[src/rtl/uart_rx_pkg.sv]
package uart_rx_pkg;
  parameter int RX_BITS = 8;

  typedef enum logic [2:0] {
    ST_IDLE  = 3'd0,
    ST_START = 3'd1,
    ST_DATA  = 3'd2,
    ST_PAR   = 3'd3,
    ST_STOP  = 3'd4
  } rx_state_e;

  typedef struct packed {
    logic [RX_BITS-1:0] data;
    logic               perr;
    logic               ferr;
    logic               berr;
  } rx_word_t;
endpackage

[src/rtl/uart_rx_sampler.sv]
module uart_rx_sampler #(
  parameter int OVS_SLOW = 16,
  parameter int OVS_FAST = 8
) (
  input  logic clk,
  input  logic rst_n,
  input  logic tick,
  input  logic clear,
  input  logic fast,
  input  logic half,
  output logic strobe
);
  localparam int CW = $clog2(OVS_SLOW);
  localparam logic [CW-1:0] LIM_SLOW_FULL = CW'(OVS_SLOW - 1);
  localparam logic [CW-1:0] LIM_SLOW_HALF = CW'(OVS_SLOW / 2 - 1);
  localparam logic [CW-1:0] LIM_FAST_FULL = CW'(OVS_FAST - 1);
  localparam logic [CW-1:0] LIM_FAST_HALF = CW'(OVS_FAST / 2 - 1);

  logic [CW-1:0] cnt_q, cnt_d, limit;

  always_comb begin
    if (fast) limit = half ? LIM_FAST_HALF : LIM_FAST_FULL;
    else      limit = half ? LIM_SLOW_HALF : LIM_SLOW_FULL;
  end

  assign strobe = tick && !clear && (cnt_q == limit);

  always_comb begin
    cnt_d = cnt_q;
    if (clear)       cnt_d = '0;
    else if (strobe) cnt_d = '0;
    else if (tick)   cnt_d = cnt_q + 1'b1;
  end

  always_ff @(posedge clk or negedge rst_n) begin
    if (!rst_n) cnt_q <= '0;
    else        cnt_q <= cnt_d;
  end
endmodule

[src/rtl/uart_rx_shifter.sv]
module uart_rx_shifter #(
  parameter int NBITS = 8,
  parameter int LW    = $clog2(NBITS + 1)
) (
  input  logic             clk,
  input  logic             rst_n,
  input  logic             load,
  input  logic             shift_en,
  input  logic             bit_in,
  input  logic [LW-1:0]    len,
  output logic [NBITS-1:0] data,
  output logic             par
);
  logic [NBITS-1:0] sr_q, sr_d;

  always_comb begin
    sr_d = sr_q;
    if (load)          sr_d = '0;
    else if (shift_en) sr_d = {bit_in, sr_q[NBITS-1:1]};
  end

  assign data = sr_q >> (LW'(NBITS) - len);
  assign par  = ^data;

  always_ff @(posedge clk or negedge rst_n) begin
    if (!rst_n) sr_q <= '0;
    else        sr_q <= sr_d;
  end
endmodule

[src/rtl/uart_rx_outreg.sv]
module uart_rx_outreg
  import uart_rx_pkg::*;
(
  input  logic     clk,
  input  logic     rst_n,
  input  logic     wr_en,
  input  rx_word_t wr_word,
  input  logic     rd_ready,
  output logic     rd_valid,
  output rx_word_t rd_word
);
  logic     valid_d, accept;
  rx_word_t word_d;

  assign accept = wr_en && (!rd_valid || rd_ready);

  always_comb begin
    valid_d = rd_valid;
    word_d  = rd_word;
    if (accept) begin
      valid_d = 1'b1;
      word_d  = wr_word;
    end else if (rd_ready) begin
      valid_d = 1'b0;
    end
  end

  always_ff @(posedge clk or negedge rst_n) begin
    if (!rst_n) begin
      rd_valid <= 1'b0;
      rd_word  <= '0;
    end else begin
      rd_valid <= valid_d;
      rd_word  <= word_d;
    end
  end
endmodule

[src/rtl/uart_rx_engine.sv]
module uart_rx_engine
  import uart_rx_pkg::*;
#(
  parameter int OVS_SLOW = 16,
  parameter int OVS_FAST = 8
) (
  input  logic               clk,
  input  logic               rst_n,
  input  logic               baud_tick,
  input  logic               hse,
  input  logic               rxd,
  input  logic [1:0]         char_len,
  input  logic               par_en,
  input  logic [1:0]         par_mode,
  output logic               out_valid,
  input  logic               out_ready,
  output logic [RX_BITS-1:0] out_data,
  output logic               out_perr,
  output logic               out_ferr,
  output logic               out_berr
);
  localparam int LW = $clog2(RX_BITS + 1);
  localparam logic [LW-1:0] MIN_LEN = LW'(RX_BITS - 3);

  logic [1:0]   rst_sync_q;
  logic         rst_ni;
  rx_state_e    state_q, state_d;
  logic         hse_q, hse_d, pen_q, pen_d, par_q, par_d, any_q, any_d;
  logic [1:0]   pmode_q, pmode_d;
  logic [LW-1:0] len_q, len_d, bitcnt_q, bitcnt_d;
  logic         samp_stb, start_det, shift_en, wr_en, sh_par, exp_par;
  logic [RX_BITS-1:0] sh_data;
  rx_word_t     wr_word, rd_word;

  // reset: asserted asynchronously, released on a clock edge
  always_ff @(posedge clk or negedge rst_n) begin
    if (!rst_n) rst_sync_q <= 2'b00;
    else        rst_sync_q <= {rst_sync_q[0], 1'b1};
  end
  assign rst_ni = rst_sync_q[1];

  assign start_det = (state_q == ST_IDLE) && baud_tick && !rxd;

  uart_rx_sampler #(.OVS_SLOW(OVS_SLOW), .OVS_FAST(OVS_FAST)) u_sampler (
    .clk(clk), .rst_n(rst_ni), .tick(baud_tick),
    .clear(state_q == ST_IDLE), .fast(hse_q),
    .half(state_q == ST_START), .strobe(samp_stb)
  );

  uart_rx_shifter #(.NBITS(RX_BITS), .LW(LW)) u_shifter (
    .clk(clk), .rst_n(rst_ni), .load(start_det), .shift_en(shift_en),
    .bit_in(rxd), .len(len_q), .data(sh_data), .par(sh_par)
  );

  always_comb begin
    state_d  = state_q;
    hse_d    = hse_q;
    len_d    = len_q;
    pen_d    = pen_q;
    pmode_d  = pmode_q;
    bitcnt_d = bitcnt_q;
    par_d    = par_q;
    any_d    = any_q;
    shift_en = 1'b0;
    wr_en    = 1'b0;
    case (state_q)
      ST_IDLE: if (start_det) begin
        state_d = ST_START;
        hse_d   = hse;
        len_d   = MIN_LEN + LW'(char_len);
        pen_d   = par_en;
        pmode_d = par_mode;
      end
      ST_START: if (samp_stb) begin
        if (rxd) state_d = ST_IDLE;
        else begin
          state_d  = ST_DATA;
          bitcnt_d = '0;
          any_d    = 1'b0;
          par_d    = 1'b0;
        end
      end
      ST_DATA: if (samp_stb) begin
        shift_en = 1'b1;
        any_d    = any_q | rxd;
        bitcnt_d = bitcnt_q + 1'b1;
        if (bitcnt_q == len_q - 1'b1) state_d = pen_q ? ST_PAR : ST_STOP;
      end
      ST_PAR: if (samp_stb) begin
        par_d   = rxd;
        any_d   = any_q | rxd;
        state_d = ST_STOP;
      end
      ST_STOP: if (samp_stb) begin
        wr_en   = 1'b1;
        state_d = ST_IDLE;
      end
      default: state_d = ST_IDLE;
    endcase
  end

  always_comb begin
    case (pmode_q)
      2'd0:    exp_par = sh_par;
      2'd1:    exp_par = ~sh_par;
      2'd2:    exp_par = 1'b1;
      default: exp_par = 1'b0;
    endcase
    wr_word.data = sh_data;
    wr_word.perr = pen_q && (par_q != exp_par);
    wr_word.ferr = !rxd;
    wr_word.berr = !rxd && !any_q;
  end

  always_ff @(posedge clk or negedge rst_ni) begin
    if (!rst_ni) begin
      state_q  <= ST_IDLE;
      hse_q    <= 1'b0;
      len_q    <= '0;
      pen_q    <= 1'b0;
      pmode_q  <= 2'd0;
      bitcnt_q <= '0;
      par_q    <= 1'b0;
      any_q    <= 1'b0;
    end else begin
      state_q  <= state_d;
      hse_q    <= hse_d;
      len_q    <= len_d;
      pen_q    <= pen_d;
      pmode_q  <= pmode_d;
      bitcnt_q <= bitcnt_d;
      par_q    <= par_d;
      any_q    <= any_d;
    end
  end

  uart_rx_outreg u_outreg (
    .clk(clk), .rst_n(rst_ni), .wr_en(wr_en), .wr_word(wr_word),
    .rd_ready(out_ready), .rd_valid(out_valid), .rd_word(rd_word)
  );

  assign out_data = rd_word.data;
  assign out_perr = rd_word.perr;
  assign out_ferr = rd_word.ferr;
  assign out_berr = rd_word.berr;
endmodule

[config.mk]
export PLATFORM = sky130hd
export DESIGN_NAME = uart_rx_engine
export DESIGN_NICKNAME = d
export VERILOG_FILES = /design/src/rtl/uart_rx_pkg.sv /design/src/rtl/uart_rx_sampler.sv /design/src/rtl/uart_rx_shifter.sv /design/src/rtl/uart_rx_outreg.sv /design/src/rtl/uart_rx_engine.sv
export SDC_FILE = /design/constraint.sdc
export NUM_CORES = 1
export LEC_CHECK = 0
export CAP_MARGIN = 10
export CORE_MARGIN = 4
export CORE_UTILIZATION = 54
export CTS_BUF_LIST = sky130_fd_sc_hd__clkbuf_4
export DETAILED_ROUTE_END_ITERATION = 6
export GPL_TIMING_DRIVEN = 0
export PLACE_DENSITY = 0.87
export SLEW_MARGIN = 15
export SYNTH_ARGS = -nofsm -noshare
export SYNTH_HDL_FRONTEND = slang
export SYNTH_SLANG_ARGS = --single-unit
[constraint.sdc]
create_clock -name clk -period 1.2 [get_ports clk]
set_clock_uncertainty 0.05 [all_clocks]
set_input_delay 0.24 -clock clk [delete_from_list [all_inputs] [get_ports clk]]
set_output_delay 0.24 -clock clk [all_outputs]
set_load 0.01 [all_outputs]
==> results.json, run 1 <==
{
  "peakVddDrop_mv": 1.40,
  "worst-path-max-fanout": 6,
  "required_ps": 1450,
  "hold_violations": 0,
  "drive_above_1_share_pct": 47.8,
  "first_global_vias": 2527,
  "gp_congestion": 0.887,
  "tns_ps": -35670,
  "synth_compound_area_share_pct": 15.2,
  "design_area_sq_um": 3820,
  "yosys.area_share.adder_pct": 2.40,
  "first_pass_iters": 6,
  "post-place-ws_ps": -1810,
  "drv_slew": 0,
  "leakagePower_uw": 0.00171,
  "drc": 0,
  "fin_cells": 401,
  "rows": 25,
  "seqPwrFrac_pct": 25.8,
  "dp_cells": 347,
  "drt_first_iter_violations": 344,
  "h-tree-depth": 2,
  "io_pins": 23,
  "p_comb_share_pct": 61.9,
  "synth_edf_count": 0,
  "ys_warn_count": 0,
  "clockRootBuffer": "clkbuf_4",
  "max_freq_mhz": 347,
  "seq_area_sq_um": 1080,
  "setup_viol_count_final": 48,
  "drtAntennaViolNets": 0,
  "critPathSlowestCell": "dfrtp_1",
  "worstReg2RegEnd": "u_outreg.rd_word[2]",
  "status": "complete, but fails checks",
  "clk_pin_slew_worst_paths_ps": 130,
  "synth_seq_cells": 43,
  "die-area_sq_um": 6000,
  "clockPowerShare_pct": 12.3,
  "violations": "setup timing",
  "filler_cell_count": 243,
  "end_kind": "register",
  "crit_chain": "inv_1 > ha_4 > mux2_4 > or3_4 > nand4_4 > mux2i_1 > o22ai_2 > o21a_1 > or2_1 > o211ai_1",
  "n_antenna_cell": 0,
  "rsz0062_at_grt": "yes",
  "p_total_uw": 7890,
  "num_vias": 2622,
  "dp_hpwl_um": 4100,
  "dpl_cell_area_sq_um": 3070,
  "antenna_found_initial": 0,
  "fin_crit_ps": 2890,
  "synthCells": 271,
  "ys.flop_type": "dfrtp_1",
  "multi_input_area_sq_um": 1780,
  "viasPerCell": 6.54,
  "clock_tree.buffer_depth": 2,
  "wire_per_inst_um": 20.8,
  "initial_utilization_pct": 55.6,
  "cp-start-kind": "register",
  "critPathMaxStageDelay_ps": 380,
  "synth_nets": 287,
  "tightest_slew_ps": 558,
  "seq_area_frac_synth_pct": 41.3,
  "cts_num_sinks": 43,
  "min_path_type": "reg2async",
  "regToRegSetupSlack_ps": -1690,
  "crit_buf_inv": 1,
  "synthSimpleGateAreaFrac_pct": 20.0,
  "grt_max_degree": 42,
  "reg2reg_depth": 10,
  "fp.dieH_um": 77.5,
  "wl_um": 8340,
  "cts-buffers-inserted": 5,
  "synth_xor_area_share_pct": 4.32,
  "nets": 362,
  "reg2reg_from": "len_q[1]",
  "post-route-period-util_pct": 240,
  "core_area_sq_um": 4690,
  "cap_violations": 0,
  "synth_top_family_by_area": "simple AND/OR/NAND/NOR gates",
  "cp_top_family": "simple AND/OR/NAND/NOR gates",
  "p_per_area_nw_per_um2": 2070,
  "io_buffers": 22,
  "slew_headroom_pct": 62.5,
  "cts_tree": "built",
  "clock_latency_ps": 380,
  "synth.avg_cell_area_sq_um": 9.62,
  "synth_area_sq_um": 2610,
  "overflow": 0,
  "critPathKind": "reg2reg",
  "layout_setup_ws_ps": -1690,
  "synth.mux.area_fraction_pct": 10.8,
  "arrival_ps": 3140,
  "grt_pass1_wl_um": 12600,
  "switching_share_pct": 41.7,
  "grt_usage_pct": 26.7,
  "synth_cell_types": 61,
  "power.internal_uw": 4590,
  "switching_power_uw": 3290,
  "async_flop_share_pct": 100,
  "die_x_um": 77.5,
  "area_delta_synth_final_pct": 46.4
}
-- repair_timing --
action                     in CTS  in global routing
gates cloned                    1                  0
setup endpoints to repair      52                 83
resized for setup             101                 45
setup buffers                  35                 17
pin swaps                      34                 23
hold endpoints to repair        2                  0
hold buffers                    1                  0
-- layout make-up --
type	instances	area share, %
inverter	10	1.18
tap	54	1.77
sequential	43	28.4
clock buffer	6	1.18
clock inverter	2	0.984
buffer	13	4.03
timing repair buffer	71	15.8
multi-input combinational	202	46.7
-- synth_stat cells (2+ instances only) --
library cell	n	area, sq um
o31a_1	2	17.5
a31oi_1	2	12.5
nand2b_1	4	25.0
nor2b_1	4	25.0
dfrtp_1	43	1080
or3_1	2	12.5
o211ai_1	2	15.0
nor2_1	22	82.6
nand3_1	7	35.0
xnor2_1	8	70.1
clkbuf_1	7	26.3
or2_2	2	12.5
buf_6	2	22.5
o22ai_1	2	12.5
buf_4	2	15.0
mux2i_1	18	180
clkbuf_8	3	41.3
nor3b_1	3	22.5
nand2_1	28	105
o21ai_0	16	80.1
xor2_1	3	26.3
nor4_1	2	12.5
inv_1	9	33.8
nand4_1	2	12.5
mux2_2	8	90.1
o31ai_1	6	45.0
ha_1	5	62.6
o21a_1	2	15.0
nor3_1	7	35.0
a21oi_1	17	85.1
-- flip-flops by register name (all words and copies together) (netlist names) --
| register | cells |
|---|---|
| par_q | 1 |
| u_shifter.sr_q | 8 |
| pmode_q | 2 |
| u_outreg.rd_word | 11 |
| len_q | 4 |
| state_q | 3 |
| bitcnt_q | 4 |
| rst_sync_q | 2 |
| u_sampler.cnt_q | 4 |
| any_q | 1 |
| pen_q | 1 |
| hse_q | 1 |
| u_outreg.rd_valid | 1 |
-- worst max-delay path by stage --
| stage | startpoint | to | cells after the start |
|---|---|---|---|
| 6_report | len_q[1] | u_outreg.rd_word[2] | 10 |
| 5_1_grt | len_q[1] | u_outreg.rd_word[2] | 10 |
| 4_1_cts | len_q[0] | u_outreg.rd_word[2] | 11 |
| 3_5_place_dp | len_q[0] | u_outreg.rd_word[2] | 13 |
| 3_3_place_gp | len_q[0] | u_outreg.rd_word[2] | 13 |
| 2_1_floorplan | len_q[0] | u_outreg.rd_word[2] | 12 |
-- through the flow --
| step | utilization [%] | hold WS [ps] |
|---|---|---|
| after floorplan | - | -106 |
| after global placement | 65.4 | 286 |
| after detailed placement | 65.4 | 290 |
| after CTS | 76.5 | 324 |
| after global routing | 81.3 | 277 |
| final | 81.3 | 282 |
-- placed cells by master, fill, tap and decap left out, types with 4 or more instances in the layout --
cell,synthesis,layout
dfrtp_1,43,40
buf_4,2,32
nor2_1,22,20
buf_6,2,17
mux2i_1,18,16
nand2_1,28,13
buf_2,1,13
a21oi_1,17,12
inv_1,9,9
clkdlybuf4s50_1,0,9
nand2_4,0,8
mux2_4,0,7
nand2_2,0,7
o21ai_2,0,7
xnor2_1,8,6
nand3_1,7,6
clkbuf_4,0,6
o21ai_1,0,5
a21oi_2,0,5
clkbuf_8,3,4
nor2b_1,4,4
buf_8,0,4
o31ai_2,0,4
o21ai_0,16,4
ha_1,5,4
-- power groups by stage --
stage	logic, uW	registers (uW)	clock network, uW
floorplan	2640	2000	0
global placement	3180	2010	0
detailed placement	3270	2030	0
CTS	4470	1970	972
global route	5090	2070	1050
finish	4880	2040	969
-- worst register-to-register path: stages (launching register included) --
cell and delay, ps:
dfrtp_1 380, inv_1 90, ha_4 340, mux2_4 320, or3_4 350, nand4_4 150
mux2i_1 310, o22ai_2 150, o21a_1 240, or2_1 260, o211ai_1 180
-- logic make-up after synthesis --
kind of cell	Yosys count
simple gates	97
compound gates	60
flops	43
mux	27
buf+inv	26
xor+xnor	12
fa+ha+maj	5
other cells	1
-- routing by layer --
metal | up-vias | wire length (um) | global-route usage (%)
met2 | 173 | 4060 | 47.7
met3 | 55 | 645 | 5.34
met1 | 1280 | 3160 | 30.4
met4 | 0 | 471 | 12.8
met5 | - | 0 | 0
li1 | 1114 | - | -
Note: power is estimated with default switching activity, not from simulation.
==> inputs of run 2 (changes only) <==
Settings changed: SKIP_CTS_REPAIR_TIMING set to 1.
==> results.json, run 2 (synthesis gave the netlist of run 1 again) <==
{
  "num_vias": 2341,
  "cp_top_family": "simple AND/OR/NAND/NOR gates",
  "end_kind": "register",
  "gp_congestion": 0.887,
  "leakagePower_uw": 0.00156,
  "largestRegisters": "u_outreg.rd_word (11), u_shifter.sr_q (8)",
  "clk_pin_slew_worst_paths_ps": 130,
  "grt_max_degree": 42,
  "layout_setup_ws_ps": -1680,
  "io_pins": 23,
  "cp-start-kind": "register",
  "critPathSlowestCell": "dfrtp_1",
  "p_per_area_nw_per_um2": 2020,
  "initial_utilization_pct": 55.6,
  "use_met2_pct": 33.0,
  "overflow": 0,
  "h-tree-depth": 2,
  "reg2reg_from": "len_q[0]",
  "clockRootBuffer": "clkbuf_4",
  "first_pass_iters": 6,
  "clock_latency_ps": 370,
  "wl_um": 6840,
  "largest_reg_flops": 11,
  "first_global_vias": 2030,
  "drv_slew": 0,
  "drc": 0,
  "die-area_sq_um": 6000,
  "dpl_cell_area_sq_um": 3070,
  "post-route-util_pct": 76.7,
  "dp_hpwl_um": 4100,
  "die_x_um": 77.5,
  "dp_cells": 347,
  "fin_cells": 382,
  "grt_pass1_wl_um": 9560,
  "peakVddDrop_mv": 1.27,
  "whs_ps": 281,
  "tightest_slew_ps": 536,
  "drive_above_1_share_pct": 40.5,
  "drt_first_iter_violations": 207,
  "io_buffers": 22,
  "met3_usage_pct": 3.71,
  "p_total_uw": 7260,
  "final_common_cell": "dfrtp_1",
  "worstReg2RegEnd": "u_outreg.rd_word[2]",
  "slew_headroom_pct": 64.3,
  "clock_tree.buffer_depth": 2,
  "grtUsageMet1_pct": 25.3,
  "fp.dieH_um": 77.5,
  "crit_chain": "buf_8 > inv_8 > ha_4 > mux2_4 > or3_4 > nand4_4 > mux2i_4 > o22ai_2 > o21a_1 > or2_1 > o211ai_1",
  "cap_violations": 0,
  "n_antenna_cell": 0,
  "rsz0062_at_grt": "yes",
  "viasPerCell": 6.13,
  "regToRegSetupSlack_ps": -1680,
  "wire_per_inst_um": 17.9,
  "nets": 343,
  "cts_tree": "built",
  "area_delta_synth_final_pct": 38.0,
  "fin_crit_ps": 2880,
  "design_area_sq_um": 3600,
  "post-route-period-util_pct": 240,
  "core_area_sq_um": 4690,
  "status": "complete, but fails checks",
  "drtAntennaViolNets": 0,
  "max_freq_mhz": 347,
  "reg2reg_depth": 11,
  "cts-buffers-inserted": 5,
  "rows": 25,
  "required_ps": 1430,
  "arrival_ps": 3120,
  "largest_register": "u_outreg.rd_word",
  "busiest_layer": "met2",
  "hold_violations": 0,
  "worst-path-max-fanout": 8,
  "min_path_type": "reg2async",
  "critPathKind": "reg2reg",
  "critPathMaxStageDelay_ps": 370,
  "crit_buf_inv": 2,
  "cts_num_sinks": 43,
  "setup_viol_count_final": 43,
  "violations": "setup timing",
  "antenna_found_initial": 0,
  "mostFrequentLayoutCells": "40 x dfrtp_1, 20 x nor2_1, 19 x buf_4",
  "grt_usage_pct": 19.6
}
==> run 2: cell types whose count changed in the layout (fill, tap and decap cells not counted), sizes merged <==
cell / previous run / this run
buf: 66 / 36
clkbuf: 13 / 24
clkdlybuf4s50: 9 / 10
dlymetal6s2s: 1 / 0
==> run 2: area by class of cell <==
| type | count | area, sq um |
|---|---|---|
| fill | 268 | 1090 |
| inverter | 10 | 45.0 |
| buffer | 14 | 165 |
| timing repair buffer | 51 | 445 |
| tap | 54 | 67.6 |
| sequential | 43 | 1080 |
| clock buffer | 6 | 45.0 |
| multi-input combinational | 202 | 1710 |
| clock inverter | 2 | 37.5 |
==> run 2: per-layer routing <==
metal / routed length, um / vias to the layer above
met2: 3440 / 91
met4: 218 / 0
li1: - / 1078
met5: 0 / -
met3: 371 / 23
met1: 2800 / 1149
==> run 2: per-stage QoR <==
step                      setup TNS [ps]  setup WS [ps]
after floorplan                   -26460          -1480
final                             -36580          -1680
after detailed placement          -34780          -1810
after global placement            -33350          -1670
after CTS                         -39560          -1830
after global routing              -40330          -1810
==> run 2: power breakdown <==
group	internal [uW]	switching (uW)	leakage, uW	total (uW)
logic	2140	2150	0.000947	4290
registers	1720	308	0.000569	2020
clock network	462	482	0.0000419	944
==> run 2: how the worst max path moves through the flow <==
| stage | endpoint | slack [ps] | cells past startpoint | startpoint |
|---|---|---|---|---|
| 6_report | u_outreg.rd_word[2] | -1680 | 11 | len_q[0] |
| 5_1_grt | u_outreg.rd_word[2] | -1810 | 11 | len_q[0] |
| 4_1_cts | u_outreg.rd_word[2] | -1830 | 13 | len_q[0] |
| 3_5_place_dp | u_outreg.rd_word[2] | -1810 | 13 | len_q[0] |
| 3_3_place_gp | u_outreg.rd_word[2] | -1670 | 13 | len_q[0] |
| 2_1_floorplan | u_outreg.rd_word[2] | -1480 | 12 | len_q[0] |
==> inputs of run 3 (changes only) <==
Settings changed: CAP_MARGIN 10 to 20, PLACE_DENSITY 0.87 to not set, PLACE_DENSITY_LB_ADDON set to 0.05.
==> results.json, run 3 (synthesis gave the netlist of run 1 again) <==
{
  "rsz0062_at_grt": "yes",
  "cts-buffers-inserted": 5,
  "post-route-period-util_pct": 233,
  "initial_utilization_pct": 55.6,
  "hold_violations": 0,
  "clock_tree.buffer_depth": 2,
  "h-tree-depth": 2,
  "multi_input_area_sq_um": 1710,
  "largest_register": "u_outreg.rd_word",
  "cap_violations": 0,
  "die_x_um": 77.5,
  "drtAntennaViolNets": 0,
  "clockRootBuffer": "clkbuf_4",
  "cp-start-kind": "register",
  "slew_headroom_pct": 64.8,
  "max_freq_mhz": 358,
  "regToRegSetupSlack_ps": -1590,
  "final_common_cell": "dfrtp_1",
  "first_global_vias": 1939,
  "tightest_slew_ps": 528,
  "grt_max_degree": 42,
  "end_kind": "register",
  "drc": 0,
  "setup_viol_count_final": 44,
  "fp.dieH_um": 77.5,
  "cts_num_sinks": 43,
  "violations": "setup timing",
  "wl_um": 6520,
  "filler_cell_count": 308,
  "io_pins": 23,
  "reg2reg_depth": 11,
  "first_pass_iters": 4,
  "tns_ps": -34880,
  "fin_cells": 389,
  "arrival_ps": 3050,
  "required_ps": 1460,
  "largest_reg_flops": 11,
  "io_buffers": 22,
  "area_delta_synth_final_pct": 40.6,
  "n_antenna_cell": 0,
  "clock_latency_ps": 380,
  "fin_crit_ps": 2790,
  "layout_setup_ws_ps": -1590,
  "peakVddDrop_mv": 1.33,
  "nets": 350,
  "min_path_type": "reg2async",
  "p_per_area_nw_per_um2": 1950,
  "clk_pin_slew_worst_paths_ps": 140,
  "drv_slew": 0,
  "dp_hpwl_um": 3880,
  "rows": 25,
  "grt_usage_pct": 19.6,
  "core_area_sq_um": 4690,
  "antenna_found_initial": 0,
  "worst-path-max-fanout": 8,
  "drive_above_1_share_pct": 42.1,
  "critPathKind": "reg2reg",
  "grt_pass1_wl_um": 9370,
  "worstReg2RegEnd": "u_outreg.rd_word[2]",
  "mostFrequentLayoutCells": "39 x dfrtp_1, 20 x nor2_1, 18 x buf_6, 18 x nand2_1, 18 x buf_4",
  "seq_area_sq_um": 1080,
  "gp_congestion": 0.833,
  "post-route-util_pct": 78.1,
  "status": "complete, but fails checks",
  "num_vias": 2273,
  "cts_tree": "built",
  "wire_per_inst_um": 16.7,
  "leakagePower_uw": 0.00160,
  "largestRegisters": "u_outreg.rd_word (11), u_shifter.sr_q (8)",
  "die-area_sq_um": 6000,
  "overflow": 0,
  "dp_cells": 347,
  "reg2reg_from": "len_q[0]",
  "drt_first_iter_violations": 180,
  "viasPerCell": 5.84
}
==> run 3: cell types whose count changed in the layout (fill, tap and decap cells not counted), moves of 2 or more <==
cell / previous run / this run
buf_12: 1 / 3
buf_6: 10 / 18
nand2_1: 15 / 18
nand2_4: 6 / 4
o21ai_1: 10 / 7
o21ai_2: 1 / 5
==> run 3: metrics by stage <==
step | hold slack, ps | area, sq um | setup WS [ps] | total power, uW
2_1_floorplan | -106 | 2780 | -1480 | 4630
3_3_place_gp | 284 | 3070 | -1690 | 5240
3_5_place_dp | 289 | 3070 | -1720 | 5290
4_1_cts | -35.6 | 3130 | -1750 | 6040
5_1_grt | 319 | 3670 | -1750 | 7560
6_report | 247 | 3670 | -1590 | 7130
==> run 3: critical path, stage by stage (launching register included) <==
cell	delay, ps
dfrtp_1	370
buf_8	120
inv_8	40
ha_4	310
mux2_4	320
or3_4	340
nand4_4	140
mux2i_4	300
o22ai_2	130
o21a_1	220
or2_1	230
o211ai_1	170
==> run 3: area by class of cell <==
class                      count  area share (%)
inverter                      10            1.23
multi-input combinational    202            46.6
clock inverter                 1           0.137
sequential                    43            29.6
timing repair buffer          59            15.2
clock buffer                   7            1.43
tap                           54            1.84
buffer                        13            4.03
==> run 3: worst max path at each step <==
stage                   from             endpoint  slack [ps]  cells after the start
finish              len_q[0]  u_outreg.rd_word[2]       -1590                     11
global route        len_q[0]  u_outreg.rd_word[2]       -1750                     12
detailed placement  len_q[1]  u_outreg.rd_word[2]       -1720                     11
floorplan           len_q[0]  u_outreg.rd_word[2]       -1480                     12
global placement    len_q[0]  u_outreg.rd_word[2]       -1690                     13
CTS                 len_q[1]  u_outreg.rd_word[2]       -1750                     11
==> run 3: per-layer routing <==
metal | vias up | global-route usage (%) | routed length [um]
met5 | - | 0 | 0
met4 | 0 | 9.79 | 101
met3 | 10 | 4.64 | 329
met1 | 1102 | 27.3 | 2900
li1 | 1093 | - | -
met2 | 68 | 28.3 | 3190
==> run 3: power breakdown <==
group	leakage, uW	switching, uW	internal (uW)
clock network	0.0000361	466	274
registers	0.000567	265	1720
logic	0.000993	2190	2220
